**config.mk**
```make
export PLATFORM = sky130hd
export DESIGN_NAME = ts_match_tracker
export DESIGN_NICKNAME = d
export VERILOG_FILES = /design/src/rtl/ts_track_pkg.sv /design/src/rtl/ts_os_classify.sv /design/src/rtl/ts_run_counter.sv /design/src/rtl/ts_match_tracker.sv
export SDC_FILE = /design/constraint.sdc
export NUM_CORES = 1
export LEC_CHECK = 0
export CAP_MARGIN = 30
export CORE_UTILIZATION = 40
export DETAILED_ROUTE_END_ITERATION = 8
export GPL_TIMING_DRIVEN = 0
export PLACE_DENSITY = 0.68
export SYNTH_ARGS = -nofsm -noshare
export SYNTH_HDL_FRONTEND = slang
export SYNTH_SLANG_ARGS = --single-unit
```
**constraint.sdc**
```tcl
create_clock -name clk -period 3.8 [get_ports clk]
set_input_delay 0.38 -clock clk [delete_from_list [all_inputs] [get_ports clk]]
set_output_delay 0.38 -clock clk [all_outputs]
set_load 0.02 [all_outputs]
```
**src/rtl/ts_track_pkg.sv**
```systemverilog
package ts_track_pkg;
    typedef enum logic [1:0] {
        OS_OTHER = 2'b00,
        OS_TS1   = 2'b01,
        OS_TS2   = 2'b10,
        OS_RSVD  = 2'b11
    } os_kind_e;

    localparam int SYM_W = 8;
endpackage

```
**src/rtl/ts_os_classify.sv**
```systemverilog
module ts_os_classify
    import ts_track_pkg::*;
#(
    parameter int CMP_BIT  = 4,
    parameter int LPBK_BIT = 2,
    parameter int HRST_BIT = 0
) (
    input  logic [1:0]       kind,
    input  logic             pad,
    input  logic [SYM_W-1:0] sym5,
    output logic             qual_hit,
    output logic             lpbk_hit,
    output logic             hrst_hit
);
    os_kind_e kind_e;
    logic     is_ts1;
    logic     is_ts2;

    always_comb begin
        kind_e   = os_kind_e'(kind);
        is_ts1   = (kind_e == OS_TS1);
        is_ts2   = (kind_e == OS_TS2);
        qual_hit = pad && (is_ts2 || (is_ts1 && (!sym5[CMP_BIT] || sym5[LPBK_BIT])));
        lpbk_hit = is_ts1 && sym5[LPBK_BIT];
        hrst_hit = is_ts1 && sym5[HRST_BIT];
    end
endmodule

```
**src/rtl/ts_run_counter.sv**
```systemverilog
module ts_run_counter #(
    parameter int TARGET = 8
) (
    input  logic clk,
    input  logic rst_n,
    input  logic clr,
    input  logic valid,
    input  logic hit,
    output logic reached
);
    localparam int CW = $clog2(TARGET + 1);
    localparam logic [CW-1:0] TOP = CW'(TARGET);

    typedef struct packed {
        logic [CW-1:0] cnt;
        logic          done;
    } run_st_t;

    run_st_t st_d, st_q;

    always_comb begin
        st_d = st_q;
        if (clr) begin
            st_d.cnt = '0;
        end else if (valid) begin
            if (!hit)
                st_d.cnt = '0;
            else if (st_q.cnt != TOP)
                st_d.cnt = st_q.cnt + 1'b1;
        end
        st_d.done = (st_d.cnt == TOP);
    end

    always_ff @(posedge clk or negedge rst_n) begin
        if (!rst_n)
            st_q <= '0;
        else
            st_q <= st_d;
    end

    assign reached = st_q.done;


    miss_clears_chk: assert property (@(posedge clk) disable iff (!rst_n)
        (valid && !hit && !clr) |=> (st_q.cnt == '0 && !reached));


    clear_empties_chk: assert property (@(posedge clk) disable iff (!rst_n)
        clr |=> (st_q.cnt == '0 && !reached));


    hit_step_chk: assert property (@(posedge clk) disable iff (!rst_n)
        (valid && hit && !clr && st_q.cnt != TOP) |=> (st_q.cnt == $past(st_q.cnt) + 1'b1));


    saturate_hold_chk: assert property (@(posedge clk) disable iff (!rst_n)
        (valid && hit && !clr && reached) |=> reached);


    idle_hold_chk: assert property (@(posedge clk) disable iff (!rst_n)
        (!valid && !clr) |=> ($stable(st_q.cnt) && $stable(reached)));
endmodule

```
**src/rtl/ts_match_tracker.sv**
```systemverilog
module ts_match_tracker
    import ts_track_pkg::*;
#(
    parameter int LANES       = 4,
    parameter int QUAL_TARGET = 8,
    parameter int PAIR_TARGET = 2,
    parameter int CMP_BIT     = 4,
    parameter int LPBK_BIT    = 2,
    parameter int HRST_BIT    = 0
) (
    input  logic                   clk,
    input  logic                   rst_n,
    input  logic                   clr,
    input  logic [LANES-1:0]       os_valid,
    input  logic [2*LANES-1:0]     os_kind,
    input  logic [LANES-1:0]       os_pad,
    input  logic [SYM_W*LANES-1:0] os_sym5,
    output logic [LANES-1:0]       qual_ok,
    output logic [LANES-1:0]       lpbk_req,
    output logic [LANES-1:0]       hrst_req
);
    for (genvar g = 0; g < LANES; g++) begin : g_lane
        logic q_hit, l_hit, h_hit;
        logic [SYM_W-1:0] s5;

        assign s5 = os_sym5[g*SYM_W +: SYM_W];

        ts_os_classify #(
            .CMP_BIT (CMP_BIT),
            .LPBK_BIT(LPBK_BIT),
            .HRST_BIT(HRST_BIT)
        ) u_cls (
            .kind    (os_kind[2*g +: 2]),
            .pad     (os_pad[g]),
            .sym5    (s5),
            .qual_hit(q_hit),
            .lpbk_hit(l_hit),
            .hrst_hit(h_hit)
        );

        ts_run_counter #(.TARGET(QUAL_TARGET)) u_qual (
            .clk(clk), .rst_n(rst_n), .clr(clr),
            .valid(os_valid[g]), .hit(q_hit), .reached(qual_ok[g])
        );

        ts_run_counter #(.TARGET(PAIR_TARGET)) u_lpbk (
            .clk(clk), .rst_n(rst_n), .clr(clr),
            .valid(os_valid[g]), .hit(l_hit), .reached(lpbk_req[g])
        );

        ts_run_counter #(.TARGET(PAIR_TARGET)) u_hrst (
            .clk(clk), .rst_n(rst_n), .clr(clr),
            .valid(os_valid[g]), .hit(h_hit), .reached(hrst_req[g])
        );


        qual_rise_src_chk: assert property (@(posedge clk) disable iff (!rst_n)
            $rose(qual_ok[g]) |-> $past(os_valid[g] && os_pad[g] && !clr));


        lpbk_rise_src_chk: assert property (@(posedge clk) disable iff (!rst_n)
            $rose(lpbk_req[g]) |-> $past(os_valid[g] && os_kind[2*g +: 2] == 2'b01
                                         && s5[LPBK_BIT]));


        hrst_rise_src_chk: assert property (@(posedge clk) disable iff (!rst_n)
            $rose(hrst_req[g]) |-> $past(os_valid[g] && os_kind[2*g +: 2] == 2'b01
                                         && s5[HRST_BIT]));
    end
endmodule

```
==> Yosys cells after proc, flatten, opt, wreduce, memory -nomap -nowiden <==
Index checks and enable logic that the tools add are counted.
{ "word_totals": {"regBits": 44, "inputBits": 51, "out_inout_bits": 12} }
{ "classes": {"n_addsub": 12, "eq_ne": 32, "mux": 48, "n_reduce_logical": 28} }
{ "ops": {"columns": ["cell", "n"], "rows": [
  ["2-bit two-way mux", 32],
  ["4-bit two-way mux", 16],
  ["2-bit equality test (second input constant)", 12],
  ["2-bit by 1-bit adder with 2-bit output (second input constant)", 8],
  ["4-bit by 1-bit adder with 4-bit output (second input constant)", 4],
  ["4-bit equality test (second input constant)", 4],
  ["1-bit logical AND", 16],
  ["2-bit inequality test (second input constant)", 8],
  ["4-bit inequality test (second input constant)", 4],
  ["2-bit by 1-bit equality test with 1-bit output (second input constant)", 4],
  ["1-bit logical OR", 8],
  ["1-bit logical NOT", 4]
]} }

==> Depth between registers and ports, before layout <==
Gate-level depths: netlist of the first run.
{ "logic_depth": {"ltp_word": 9, "mapped_depth": 6, "depth_no_buf": 6} }

==> Hierarchy <==
A second synthesis of the first run with hierarchy kept.
{ "hier_totals": {"hier_cells": 248, "hier_area_um2": 2462.4} }
{ "modules_own_cells": {"columns": ["mod", "instances", "cells_each", "area_each_um2", "seq_area_each_um2"], "rows": [
  ["ts_run_counter at g_lane[0].u_hrst ...", 8, 15, 150.1, 75.1],
  ["ts_run_counter at g_lane[0].u_qual ...", 4, 26, 269.0, 125.1],
  ["ts_os_classify", 4, 6, 46.3, 0.0]
]} }

==> Worst setup path after synthesis of the first run <==
OpenSTA, ideal clock, no wires.
{ "synth_timing": {"path_type": "reg-to-reg", "start": "reg g_lane[3].u_qual.st_q[1] (netlist name)", "end": "reg g_lane[3].u_qual.st_q (netlist bit g_lane[3].u_qual.reached)", "setup_time_ps": 87, "arrival_time_ps": 1513, "setup_slack_ps": 2200, "path_stages_with_launch": 7, "path_buffers": 0, "path_cell_list": "dfrtp_1 > inv_1 > ha_1 > a211oi_1 > o211ai_1 > a221o_1 > a211oi_2"} }
{ "synth_lines": {"columns": ["element", "line_no", "source"], "rows": [
  ["from (decl)", "ts_run_counter.sv:19", "run_st_t st_d, st_q;"],
  ["from (signal assigned)", "ts_run_counter.sv:38", "st_q <= st_d;"]
]} }

==> results of run 1 <==
==> layout by cell type (no fill, tap or decap), types with 2 or more instances in the layout <==
master,instances
nor2_1,30
buf_4,13
a211o_1,4
dfrtp_1,44
nor3b_1,3
a211oi_1,4
buf_2,5
mux2i_1,4
nand2b_1,13
a32oi_1,2
xor2_1,2
clkbuf_8,5
nor2b_1,3
and3b_1,8
xnor2_1,2
o21ai_1,2
clkdlybuf4s50_1,40
and2_1,10
a31oi_1,12
nand2_1,14
nand4_1,7
ha_1,16
nand3_1,11
a21oi_1,15
inv_1,28
o21ai_0,3
o211ai_1,3
clkbuf_1,4
nand4b_1,2
==> power by group <==
part | switching (mW) | internal [mW] | total (mW)
logic | 0.0581 | 0.0542 | 0.112
clock network | 0.157 | 0.195 | 0.353
registers | 0.00419 | 0.473 | 0.477
total | 0.220 | 0.723 | 0.942
==> metrics by stage <==
| step | worst slack [ns] | cells |
|---|---|---|
| final | 1.94 | 401 |
| after global routing | 1.74 | 401 |
| after CTS | 1.89 | 401 |
| after detailed placement | 1.58 | 393 |
| after global placement | 1.17 | 392 |
| after floorplan | 2.20 | 276 |
==> cell type report <==
| class | instances | area (um2) | area share (%) |
|---|---|---|---|
| plain buffers | 21 | 133 | 4.18 |
| clock buffers | 6 | 72.6 | 2.29 |
| clock inverters | 2 | 35.0 | 1.10 |
| inverters | 29 | 109 | 3.43 |
| multi-input cells | 182 | 1200 | 37.9 |
| flip-flops and latches | 44 | 1100 | 34.7 |
| well taps | 75 | 93.8 | 2.96 |
| repair buffers | 42 | 425 | 13.4 |
==> routing by layer <==
| metal | track usage [%] | up-vias |
|---|---|---|
| li1 | - | 1027 |
| met1 | 20.6 | 948 |
| met2 | 28.0 | 28 |
| met3 | 2.67 | 5 |
| met4 | 3.68 | 0 |
| met5 | 0 | - |
==> logic make-up after synthesis <==
kind of cell | count (synthesis)
compound gates | 48
xor+xnor | 4
fa+ha+maj | 16
buf+inv | 50
flops | 44
mux | 4
simple gates | 110
==> registers in the layout (all words and copies together), names as in the netlist <==
signal and count:
g_lane.u_hrst.reached 4, g_lane.u_hrst.st_q 8, g_lane.u_lpbk.reached 4, g_lane.u_lpbk.st_q 8, g_lane.u_qual.reached 4, g_lane.u_qual.st_q 16
==> worst max-delay path, delay by kind of cell <==
kind,cells,cell delay (ns)
buffers and inverters,4,1.52
and+or+nand+nor,1,0.11
==> final timing paths <==
kind,startpoint,end,slack [ns],cells after the start
setup / recovery,clr,g_lane[3].u_qual.st_q[2],1.94,5
hold reg to reg,g_lane[0].u_lpbk.st_q[2],g_lane[0].u_lpbk.st_q[2],0.54,2
min in group clk,g_lane[0].u_lpbk.st_q[2],g_lane[0].u_lpbk.st_q[2],0.54,2
hold / removal,rst_n,g_lane[1].u_hrst.st_q[2],-0.01,1
max in group asynchronous,rst_n,g_lane[3].u_qual.st_q[4],3.34,2
setup reg to reg,g_lane[3].u_qual.st_q[1],g_lane[3].u_qual.reached,2.02,6
==> metrics.cfg, run 1 <==
[route]
wl_met2_mm=2.39
dr_total_vias=2008
highest_layer=met4
antenna_left=0
drt-total-wl_mm=4.79
met1_length_mm=2.27
drtPass1Iterations=4
wl_met3_um=96
wl_per_cell_um=11.9
route.detailed.drc=0
vias_per_cell=5.01
first_iter_violations=72

[clocking]
clkSinkCount=44
numCtsBuffers=5
cts-root-buf=clkbuf_8
clk_latency_ns=0.29
holdBufCountCts=0
cts_max_level=2
cts_tree=yes
post-cts-setup-buffer-count=0
cts_resized=0
clkTransAtPathRegs_ns=0.09
cts_buffer_depth=2

[layout]
final_cell_area_um2=3170
nNetsFinal=392
fin_util_pct=52.6
fillers=566
drive_above_1_share_pct=9.82
area_delta_synth_final_pct=24.6
diodes=0

[worst_setup_path]
crit_path_max_incr_delay_ns=0.52
slowest_stage=clkdlybuf4s50_1
worst-endpoint-arrival_ns=2.02
worstSetupPathType=in -> reg
critPathMaxFanout=10
required_ns=3.96
startpoint_type=input pin
worstSetupEndpointType=register
crit_top_cell=buf_2
path_cells=clkdlybuf4s50_1 -> buf_2 -> buf_2 -> buf_1 -> nor2_1

[sta]
min_period_over_period_pct=48.9
setup_tns_ns=0
worst_pin_slew_ns=0.509
min_period_ns=1.86
finalClockSkew_ns=0.00588
rsz0062_at_grt=no
max_freq_ghz=0.539
drv_slew=0
hold_viol=14
setup_viol=0
relSlewSlack_pct=66.0
timing.hold.ws_ns=-0.0101

[yosys]
syn_avg_cell_area_um2=9.22
synth_seq_area_share_pct=43.3
netlist_area_um2=2540
synth.most_common_cell=dfrtp_1
synth_compound_area_share_pct=12.5
ys.warnings.count=0
synthMuxAreaShare_pct=1.57
syn_inst=276
synth_top_family_by_area=simple AND/OR/NAND/NOR gates
synth_simple_gate_area_share_pct=23.9
synth_nets=343
ys_async_sr_fraction_pct=100
yosys.area.top_type=dfrtp_1
yosys-top-cells-count=dfrtp_1 (44), nor2_1 (30), inv_1 (28)
synth_cell_types=41
yosys.area.top_type_share_pct=43.3
yosys_most_used_dff=dfrtp_1
synth_fa_ha_area_share_pct=7.87
synth_xor_area_share_pct=1.38
synth_area_leaders=dfrtp_1 (43%), ha_1 (7.9%), nor2_1 (4.4%)
synth-seq-cells=44
synth_edf_count=0

[floorplanning]
ioPinCount=63
dieArea_um2=6690
dieHeight_um=81.8
core-area_um2=6030
die_x_um=81.8
fp-row-count=28
start_util_pct=42.2

[placement]
gp_congestion=0.820
placed_cell_area_um2=3060
hpwl_mm=3.60
numPortBuffers=41

[global_route]
grt_pass1_vias=1880
overflow=0
grt_max_degree=31
grt_pass1_wl_mm=8.25
antenna_found_initial=0
track_usage_pct=16.1

[pwr]
powerDensity_nw_per_um2=297
total_power_mw=0.942
ir_drop_v=0.000142
p_leak_nw=1.42

[run]
maxCapViolCount=0

[status]
violations=negative hold slack
status=complete, but fails checks

[worst_hold_path]
hold_path.class=in -> async

Power figures use the tool's default switching activity.
==> run 2: changes to the inputs <==
==> constraint.sdc (replaced) <==
create_clock -name clk -period 1.71 [get_ports clk]
set_input_delay 0.171 -clock clk [delete_from_list [all_inputs] [get_ports clk]]
set_output_delay 0.171 -clock clk [all_outputs]
set_load 0.02 [all_outputs]
==> run 2 against run 1 <==
The flow now finishes without violations. Sequential cell count unchanged. Register-to-register slack worse by 1.9 ns. Worst setup slack got worse by 1.9 ns.
==> metrics.cfg, run 2 (same netlist as run 1, synthesis figures left out) <==
[worst_setup_path]
critPathMaxFanout=6
worstSetupEndpointType=register
worstSetupPathType=reg -> reg
worst-endpoint-arrival_ns=1.84
critPathCapture=g_lane[3].u_qual.reached
slowest_stage=dfrtp_2
required_ns=1.92
path_cells=inv_2 -> ha_4 -> nand2_2 -> a211o_1 -> a221o_1 -> a211oi_2
reg2reg_from=g_lane[3].u_qual.st_q[1]
startpoint_type=register
critPathLaunch=g_lane[3].u_qual.st_q[1]
r2r_setup_slack_ns=0.08
r2r-end=g_lane[3].u_qual.reached
crit_path_max_incr_delay_ns=0.46
rr_worst_depth=6

[route]
first_iter_violations=88
vias_per_cell=5.00
dr_total_vias=2026
route.detailed.drc=0
wl_per_cell_um=12.1
antenna_left=0
drt-total-wl_mm=4.89
drtPass1Iterations=4

[floorplanning]
ioPinCount=63
dieHeight_um=81.8
die_x_um=81.8
fp-row-count=28
start_util_pct=42.2
dieArea_um2=6690
core-area_um2=6030

[layout]
area_delta_synth_final_pct=27.0
drive_above_1_share_pct=12.7
fin_util_pct=53.6
ff_latch_area_um2=1100
stdcell_count=405
nNetsFinal=396
largest_register=g_lane.u_qual.st_q
final_common_cell=dfrtp_1
largest_reg_flops=16
fillers=557
top_regs=g_lane.u_qual.st_q (16), g_lane.u_hrst.st_q (8), g_lane.u_lpbk.st_q (8)
multi_input_area_um2=1230
diodes=0
final_cell_mix=dfrtp_1 (43), clkdlybuf4s50_1 (40), nor2_1 (30)

[sta]
min_period_ns=1.63
min_period_over_period_pct=95.3
timing.hold.ws_ns=0.317
drv_slew=0
rsz0062_at_grt=no
max_freq_ghz=0.614
hold_viol=0
relSlewSlack_pct=66.8
setup_ws_ns=0.0808
setup_tns_ns=0
finalClockSkew_ns=0.00740
setup_viol=0
worst_pin_slew_ns=0.495

[pwr]
ir_drop_v=0.000316
p_leak_nw=1.44
powerDensity_nw_per_um2=651

[placement]
hpwl_mm=3.60
dp.cells=393
numPortBuffers=41
gp_congestion=0.820
dp_worst_setup_slack_ns=-0.305

[clocking]
cts_tree=yes
cts_buffer_depth=2
clkSinkCount=44
cts-root-buf=clkbuf_8
clk_latency_ns=0.29
numCtsBuffers=5
cts_max_level=2
clkTransAtPathRegs_ns=0.09

[global_route]
grt_pass1_wl_mm=8.27
grt_max_degree=31
grt_pass1_vias=1888
antenna_found_initial=0
overflow=0
track_usage_pct=16.1

[run]
maxCapViolCount=0

[status]
status=finished clean

[worst_hold_path]
hold_path.class=in -> async

[run 2: worst min path at each step]
stage | cells after the start | end | start | slack [ns]
after floorplan | 0 | g_lane[0].u_hrst.reached | rst_n | -0.12
after global placement | 2 | g_lane[0].u_hrst.st_q[2] | g_lane[0].u_hrst.st_q[2] | 0.53
after detailed placement | 1 | g_lane[2].u_hrst.st_q[2] | rst_n | 0.11
after CTS | 2 | g_lane[1].u_lpbk.reached | rst_n | 0.33
after global routing | 2 | g_lane[2].u_qual.st_q[2] | rst_n | 0.36
final | 2 | g_lane[1].u_hrst.st_q[2] | rst_n | 0.32
[run 2: where the power goes]
part	internal, mW	switching, mW	total [mW]
clock network	0.434	0.352	0.786
logic	0.127	0.132	0.259
registers	1.05	0.00869	1.06
[run 2: final cells by class]
class	count	area share [%]
plain buffers	21	4.14
clock buffers	6	2.25
clock inverters	2	1.08
inverters	29	3.37
multi-input cells	182	38.0
flip-flops and latches	44	34.1
well taps	75	2.90
repair buffers	46	14.2
[run 2: through the flow]
stage	cell area (um2)	total power [mW]
2_1_floorplan	2540	1.20
3_5_place_dp	3060	1.33
5_1_grt	3230	2.21
6_report	3230	2.10
4_1_cts	3190	2.13
3_3_place_gp	3050	1.32
[run 2: routing by layer]
| layer | up-vias | wire (um) | global-route usage (%) |
|---|---|---|---|
| met4 | 0 | 34 | 3.68 |
| met3 | 5 | 115 | 2.67 |
| met5 | - | 0 | 0 |
| met1 | 950 | 2270 | 20.7 |
| li1 | 1035 | - | - |
| met2 | 36 | 2480 | 28.2 |
[run 2: repair_timing]
| action | 4_1_cts | 5_1_grt |
|---|---|---|
| hold endpoints to repair | 14 | 0 |
| buffers inserted | 1 | 2 |
| setup endpoints to repair | 2 | 12 |
| cloned | 0 | 0 |
| gates resized for setup | 1 | 7 |
| pin swaps | 0 | 0 |
| hold buffers | 1 | 0 |
[run 2: worst max-delay path: cells and delay by family, from the launching register on]
kind | cells | cell delay [ns]
and+or+nand+nor | 1 | 0.05
buffers and inverters | 1 | 0.08
adders and majority gates | 1 | 0.15
AOI/OAI and AO/OA | 3 | 0.80
DFF | 1 | 0.46
==> run 3: changes to the inputs <==
--- a/config.mk
+++ b/config.mk
@@ -13,3 +13,4 @@
 export SYNTH_ARGS = -nofsm -noshare
 export SYNTH_HDL_FRONTEND = slang
 export SYNTH_SLANG_ARGS = --single-unit
+export TNS_END_PERCENT = 50
==> run 3 against run 2 <==
Routed wire length decreased by 1.2%. Worst setup slack got worse by 0.025 ns. Design area fell by 0.66%. Highest routed layer unchanged.
==> metrics.cfg, run 3 (same netlist as run 1, synthesis figures left out) <==
[route]
vias_per_cell=5.00
drt-total-wl_mm=4.84
route.detailed.drc=0
dr_total_vias=2010
drtPass1Iterations=4
antenna_left=0
wl_per_cell_um=12.0
first_iter_violations=67

[floorplanning]
fp-row-count=28
ioPinCount=63
core-area_um2=6030
dieArea_um2=6690
start_util_pct=42.2
dieHeight_um=81.8
die_x_um=81.8

[sta]
rsz0062_at_grt=no
min_period_ns=1.65
timing.hold.ws_ns=0.317
min_period_over_period_pct=96.7
max_freq_ghz=0.605
drv_slew=0
setup_viol=0
relSlewSlack_pct=68.2
worst_pin_slew_ns=0.474
finalClockSkew_ns=0.00586
hold_viol=0

[worst_setup_path]
critPathLaunch=g_lane[3].u_qual.st_q[1]
r2r-end=g_lane[3].u_qual.reached
critPathCapture=g_lane[3].u_qual.reached
rr_worst_depth=6
crit_path_max_incr_delay_ns=0.47
worst-endpoint-arrival_ns=1.86
reg2reg_from=g_lane[3].u_qual.st_q[1]
cp_top_family=compound AO/OA/AOI/OAI gates
path_buf_inv=1
critPathMaxFanout=8
worstSetupPathType=reg -> reg
slowest_stage=dfrtp_2
worst-path-stages=6
startpoint_type=register
required_ns=1.92
worstSetupEndpointType=register
r2r_setup_slack_ns=0.06
path_cells=inv_2 -> ha_4 -> nand2_2 -> a211o_1 -> a221o_1 -> a211oi_2

[pwr]
combPwrFrac_pct=12.1
p_leak_nw=1.42
powerDensity_nw_per_um2=653
clkPwrFrac_pct=37.3
power.share.switching_pct=23.3
p_sw_mw=0.489
internal-power_mw=1.61
ir_drop_v=0.000316
power_frac_seq_pct=50.6
total_power_mw=2.10

[global_route]
track_usage_pct=16.1
overflow=0
antenna_found_initial=0
use_met3_pct=2.67
use_met2_pct=28.0
grt_busiest_layer=met2
grt_pass1_vias=1883
gr-usage-met1_pct=20.7
grt_max_degree=31
grt_pass1_wl_mm=8.26

[clocking]
cts_max_level=2
numCtsBuffers=5
cts_buffer_depth=2
clkTransAtPathRegs_ns=0.09
clkSinkCount=44
clk_latency_ns=0.29
cts-root-buf=clkbuf_8
post-cts-setup-buffer-count=0
cts_tree=yes

[placement]
hpwl_mm=3.60
gp_congestion=0.820
placed_cell_area_um2=3060
dp.cells=393
numPortBuffers=41

[status]
status=finished clean

[layout]
area_delta_synth_final_pct=26.2
final_common_cell=dfrtp_1
top_regs=g_lane.u_qual.st_q (16), g_lane.u_hrst.st_q (8), g_lane.u_lpbk.st_q (8)
largest_register=g_lane.u_qual.st_q
final_cell_area_um2=3210
fillers=562
largest_reg_flops=16
diodes=0
nNetsFinal=393
stdcell_count=402
final_cell_mix=dfrtp_1 (42), clkdlybuf4s50_1 (40), nor2_1 (30)
drive_above_1_share_pct=12.5

[run]
maxCapViolCount=0

[worst_hold_path]
hold_path.class=in -> async

-- run 3: changes by cell type in the layout (fill, tap and decap cells not counted) --
cell	previous run	this run
dfrtp_1	43	42
inv_2	2	3
dfrtp_2	1	2
buf_4	16	13
inv_1	27	26
-- run 3: how the worst min path moves through the flow --
stage | startpoint | endpoint | slack [ns]
4_1_cts | rst_n | g_lane[1].u_lpbk.reached | 0.33
2_1_floorplan | rst_n | g_lane[0].u_hrst.reached | -0.12
5_1_grt | rst_n | g_lane[2].u_qual.st_q[2] | 0.36
3_3_place_gp | g_lane[0].u_hrst.st_q[2] | g_lane[0].u_hrst.st_q[2] | 0.53
6_report | rst_n | g_lane[1].u_hrst.st_q[2] | 0.32
3_5_place_dp | rst_n | g_lane[2].u_hrst.st_q[2] | 0.11
-- run 3: cell type report --
cell class | count | area [um2] | share of cell area [%]
multi-input cells | 182 | 1230 | 38.2
flip-flops and latches | 44 | 1100 | 34.4
repair buffers | 43 | 435 | 13.6
plain buffers | 21 | 134 | 4.17
inverters | 29 | 109 | 3.39
well taps | 75 | 93.8 | 2.92
clock buffers | 6 | 72.6 | 2.26
clock inverters | 2 | 35.0 | 1.09
-- run 3: routing by layer --
metal | vias to the layer above | wire length, um
li1 | 1030 | -
met2 | 35 | 2430
met3 | 5 | 139
met1 | 940 | 2230
met5 | - | 0
met4 | 0 | 38
-- run 3: through the flow --
step                util [%]  setup TNS [ns]  worst slack, ns
CTS                     52.8               0          0.00329
floorplan                  -               0            0.110
detailed placement      50.9           -2.96           -0.305
global placement        50.6          -33.92           -0.710
finish                  53.3               0           0.0563
global route            53.3               0          0.00691
-- run 3: worst reg2reg max path, stage by stage (launching register included) --
cell and delay, ns:
dfrtp_2 0.47, inv_2 0.09, ha_4 0.15, nand2_2 0.06, a211o_1 0.29, a221o_1 0.34
a211oi_2 0.18
-- run 3: timing repair --
| item | 4_1_cts | 5_1_grt |
|---|---|---|
| endpoints found under the hold margin | 14 | 0 |
| setup endpoints to repair | 2 | 12 |
| hold buffers | 1 | 0 |
| pin swaps | 0 | 0 |
| resized for setup | 2 | 8 |
-- run 3: power by group through the flow --
stage,registers (mW),logic (mW),clock network (mW)
3_3_place_gp,1.08,0.244,0
6_report,1.06,0.254,0.783
2_1_floorplan,1.08,0.120,0
3_5_place_dp,1.08,0.253,0
5_1_grt,1.06,0.288,0.854
4_1_cts,1.06,0.256,0.807
